===== config.mk =====
export PLATFORM = sky130hd
export DESIGN_NAME = fault_debounce_bank
export DESIGN_NICKNAME = d
export VERILOG_FILES = /design/src/rtl/fault_debounce_bank.sv
export SDC_FILE = /design/constraint.sdc
export NUM_CORES = 1
export LEC_CHECK = 0
export ABC_AREA = 1
export BUFFER_PORTS_ARGS = -buffer_cell sky130_fd_sc_hd__buf_2
export CELL_PAD_IN_SITES_DETAIL_PLACEMENT = 0
export CELL_PAD_IN_SITES_GLOBAL_PLACEMENT = 2
export CORE_MARGIN = 3
export CORE_UTILIZATION = 35
export DETAILED_ROUTE_END_ITERATION = 12
export HOLD_SLACK_MARGIN = 0.02
export PLACE_DENSITY_LB_ADDON = 0.1
export SYNTH_ARGS = -nofsm -noshare
export SYNTH_HDL_FRONTEND = slang
export SYNTH_SLANG_ARGS = --single-unit

===== constraint.sdc =====
create_clock -name clk -period 3.8 [get_ports clk]
set_input_delay 0.57 -clock clk [delete_from_list [all_inputs] [get_ports clk]]
set_output_delay 0.57 -clock clk [all_outputs]
set_load 0.01 [all_outputs]

===== src/rtl/fault_debounce_bank.sv =====
module fault_debounce_bank #(
  parameter int NF = 5,
  parameter int CNT_W = 25,
  parameter logic [NF-1:0] ONE_BIT_SEL = 5'b10001,
  parameter int FORCE_IDX = 0,
  parameter logic [NF*4*CNT_W-1:0] DLY_TABLE = {
    25'd5,        25'd5,       25'd5,      25'd1,
    25'd25000000, 25'd5000000, 25'd500000, 25'd0,
    25'd3,        25'd2,       25'd1,      25'd0,
    25'd200,      25'd56,      25'd24,     25'd0,
    25'd12500,    25'd12500,   25'd12500,  25'd50
  }
) (
  input  logic            clk,
  input  logic            rst_n,
  input  logic            tick_i,
  input  logic [NF-1:0]   cond_i,
  input  logic [2*NF-1:0] sel_i,
  input  logic            force_clr_i,
  output logic [NF-1:0]   flag_o
);
  for (genvar i = 0; i < NF; i++) begin : g_flag
    logic [1:0]       sel;
    logic [CNT_W-1:0] tgt;
    logic [CNT_W-1:0] cnt;
    logic [CNT_W:0]   nxt;
    logic             held;
    logic             blk;

    assign sel = ONE_BIT_SEL[i] ? {1'b0, sel_i[2*i]} : sel_i[2*i+1 -: 2];
    assign tgt = DLY_TABLE[(i*4 + int'(sel))*CNT_W +: CNT_W];
    assign blk = (i == FORCE_IDX) && force_clr_i;
    assign nxt = {1'b0, cnt} + 1'b1;

    always_ff @(posedge clk) begin
      if (!rst_n || !cond_i[i] || blk) begin
        cnt  <= '0;
        held <= 1'b0;
      end else if (tick_i && !held) begin
        cnt <= nxt[CNT_W-1:0];
        if (nxt >= {1'b0, tgt}) held <= 1'b1;
      end
    end

    assign flag_o[i] = cond_i[i] & ~blk & (held | (tgt == '0));

    assert_clear_immediate_R2: assert property (@(posedge clk) disable iff (!rst_n)
      !cond_i[i] |-> !flag_o[i]);
    assert_set_on_tick_R1: assert property (@(posedge clk) disable iff (!rst_n)
      ($rose(flag_o[i]) && tgt != '0) |-> $past(tick_i));
    assert_held_needs_cond_R3: assert property (@(posedge clk) disable iff (!rst_n)
      held |-> $past(cond_i[i]));
    if (i == FORCE_IDX) begin : g_frc
      assert_force_holds_clear_R7: assert property (@(posedge clk) disable iff (!rst_n)
        force_clr_i |-> !flag_o[i]);
    end
  end
endmodule


==> out/qor.yml <==
n_antenna_cell: 0
crit_required_ns: 4.08
initial_core_util_pct: 35.94
ys_ff_latch: 130
antenna_found_initial: 0
syn_nets: 1555
clk_pin_slew_worst_paths_ns: 0.06
rows: 59
hold_depth: 2
ant_nets: 0
setup_viol: 0
overflow: 0
vdd_drop_max_uv: 264.1
r2r_slack_ns: 0.89
final.setup_skew_ns: 0.01305
ys_async_sr_fraction_pct: 0
synth_largest_area_cell: "dfxtp_1"
worstMarginPinSlew_ns: 0.8757
mappedNetlistArea_sq_mm: 0.009444
synthTopCellsByArea: "dfxtp_1 28%, nand2_1 14%, inv_1 9.6%, nor2_1 7.4%, ha_1 6.5%"
via_per_inst: 4.762
gp_congestion: 0.8168
clock-sinks: 130
grt_max_degree: 32
cellLeakagePower_uw: 0.005007
chipHeight_microns: 170.3
critical-path-top-delay-family: "simple AND/OR/NAND/NOR gates"
crit_start: "g_flag[3].cnt[4]"
ioPinCount: 24
finalWirelength_microns: 25440
post-place-ws_ns: 0.9483
die_area_sq_mm: 0.02899
areaGrowthSynthToFinish_pct: 11.38
fin_ws_ns: 0.8919
yosys_warnings: 0
whs_ns: 0.4834
vias: 8814
grt_setup_unrepaired: "false"
layout.nets: 1572
dr.pass1.iters: 5
slowest_stage: "dfxtp_1"
wl_per_cell_microns: 13.75
r2r-start: "g_flag[3].cnt[4]"
avgSynthCellArea_sq_um: 6.351
synth_seq_area_share_pct: 27.56
r2r-end: "g_flag[3].held"
grt_pass1_wl_microns: 42300
status: "finished clean"
hold-path-endpoint: "g_flag[0].held"
clk_latency_ns: 0.42
yosysTopAreaCellShare_pct: 27.56
cts_tree: "done"
hold_buffers: 0
cts_root_buf: "clkbuf_16"
slew_viol_final: 0
cts_buffers: 17
cp.depth: 18
h-tree-depth: 4
setup_tns_ns: 0
dp_hpwl_microns: 19160
drv_cap: 0
cp_common_cell: "nor2_1"
cpPeakStageDelay_ns: 0.38
drt_iter0_markers: 419
synth-main-ff-cell: "dfxtp_1"
min_from: "g_flag[0].held"
critPathKind: "reg -> reg"
final_layout_size_suffix_gt1_share_pct: 8.839
period_needed_ns: 2.908
final-hold-violation-count: 0
p_per_area_mw_per_mm2: 343.7
cp.buffers_inverters: 2
fp.coreArea_sq_mm: 0.02628
cp_max_fo: 4
portBuffers: 21
grt_pass1_vias: 8240
cp.arrival_ns: 3.18
die_w_microns: 170.3
syn_inst: 1487
min_path_type: "reg -> reg"
cts_resized: 0
period_share_pct: 76.53
clock_path_buffers: 2
maxSlewHeadroom_pct: 41.56
synth_most_common_cell: "nand2_1"
worstPathCellList: "nand2_1, nor2_1, nand2_1, inv_2, nand3_1, nor2_1, nand3_1, xor2_1, inv_1, ha_1, a21oi_1, nor2_1, a211oi_1, o21ai_0, nor2_1, nand2_1, a21oi_1, nor2_1"
yosysUniqueCellTypes: 45
drc: 0
critPathLaunchType: "flop"
cts_setup_buffers: 0
gr-usage-all-layers_pct: 18.07
ys_top_cells_by_count: "341 x nand2_1, 242 x inv_1, 187 x nor2_1, 130 x dfxtp_1, 97 x o21ai_0"
fmax_mhz: 343.9
synth_edf_count: 0
end_kind: "flop"
ff2ff_path_depth: 18
-- flip-flops by register name, summed over array words and instances (netlist names) --
name	count
g_flag.cnt	125
g_flag.held	5
-- through the flow --
stage          area (sq um)  util [%]  std cells  total power, uW
4_1_cts               10520     40.03       1851             3677
6_report              10520     40.03       1851             3615
2_1_floorplan          9444         -       1487             1776
5_1_grt               10520     40.03       1851             3792
3_5_place_dp           9910     37.71       1820             1899
3_3_place_gp           9910     37.71       1820             1897
-- area by class of cell --
type / count / area [sq um]
clock buffers: 19 / 452.9
clock inverters: 12 / 156.4
fillers: 2893 / 15760
inverters: 254 / 954.7
multi-input cells: 1072 / 5768
flip-flops and latches: 130 / 2603
well taps: 335 / 419.2
repair buffers: 29 / 165.2
-- report_power, final --
part / total (uW) / internal (uW) / switching (uW)
Clock: 1750 / 1070 / 682
Combinational: 392 / 134 / 258
Sequential: 1470 / 1410 / 60.0
-- worst register-to-register path: stages, from the launching register on --
cell	delay (ns)
dfxtp_1	0.38
nand2_1	0.14
nor2_1	0.12
nand2_1	0.09
inv_2	0.11
nand3_1	0.13
nor2_1	0.25
nand3_1	0.15
xor2_1	0.21
inv_1	0.07
ha_1	0.28
a21oi_1	0.16
nor2_1	0.05
a211oi_1	0.15
o21ai_0	0.11
nor2_1	0.09
nand2_1	0.09
a21oi_1	0.13
nor2_1	0.05
-- cell usage in the layout, fill, tap and decap left out, drive strengths merged, types with 6 or more instances in the layout --
master,n
nand2,356
nor2,213
o211ai,30
clkinv,6
clkbuf,19
nor3,27
xnor2,12
ha,49
o21bai,11
nand4,18
a21oi,85
nand3b,10
nand3,86
xor2,52
o21ai,98
dfxtp,130
buf,29
inv,253
-- how the worst max path moves through the flow --
stage / endpoint / slack [ns]
after floorplan: g_flag[3].held / 1.37
after global placement: g_flag[3].held / 0.93
after detailed placement: g_flag[3].held / 0.95
after CTS: g_flag[3].held / 0.91
after global routing: g_flag[3].held / 0.55
final: g_flag[3].held / 0.89
-- cell families (layout without fill, tap and decap cells) --
family | Yosys count | after routing | synth area share, %
simple gates | 721 | 721 | 34.37
fa+ha+maj | 49 | 49 | 6.492
compound gates | 238 | 238 | 14.20
flops | 130 | 130 | 27.56
buf+inv | 285 | 314 | 11.37
xor+xnor | 64 | 64 | 6.015
-- per-layer routing --
layer	track usage (%)	vias to the layer above	part of all wire, %
li1	-	4763	-
met1	26.37	3947	53
met2	28.14	85	43
met3	3.113	19	2.5
met4	3.457	0	0.97
met5	0	-	0
Power figures use the tool's default switching activity.
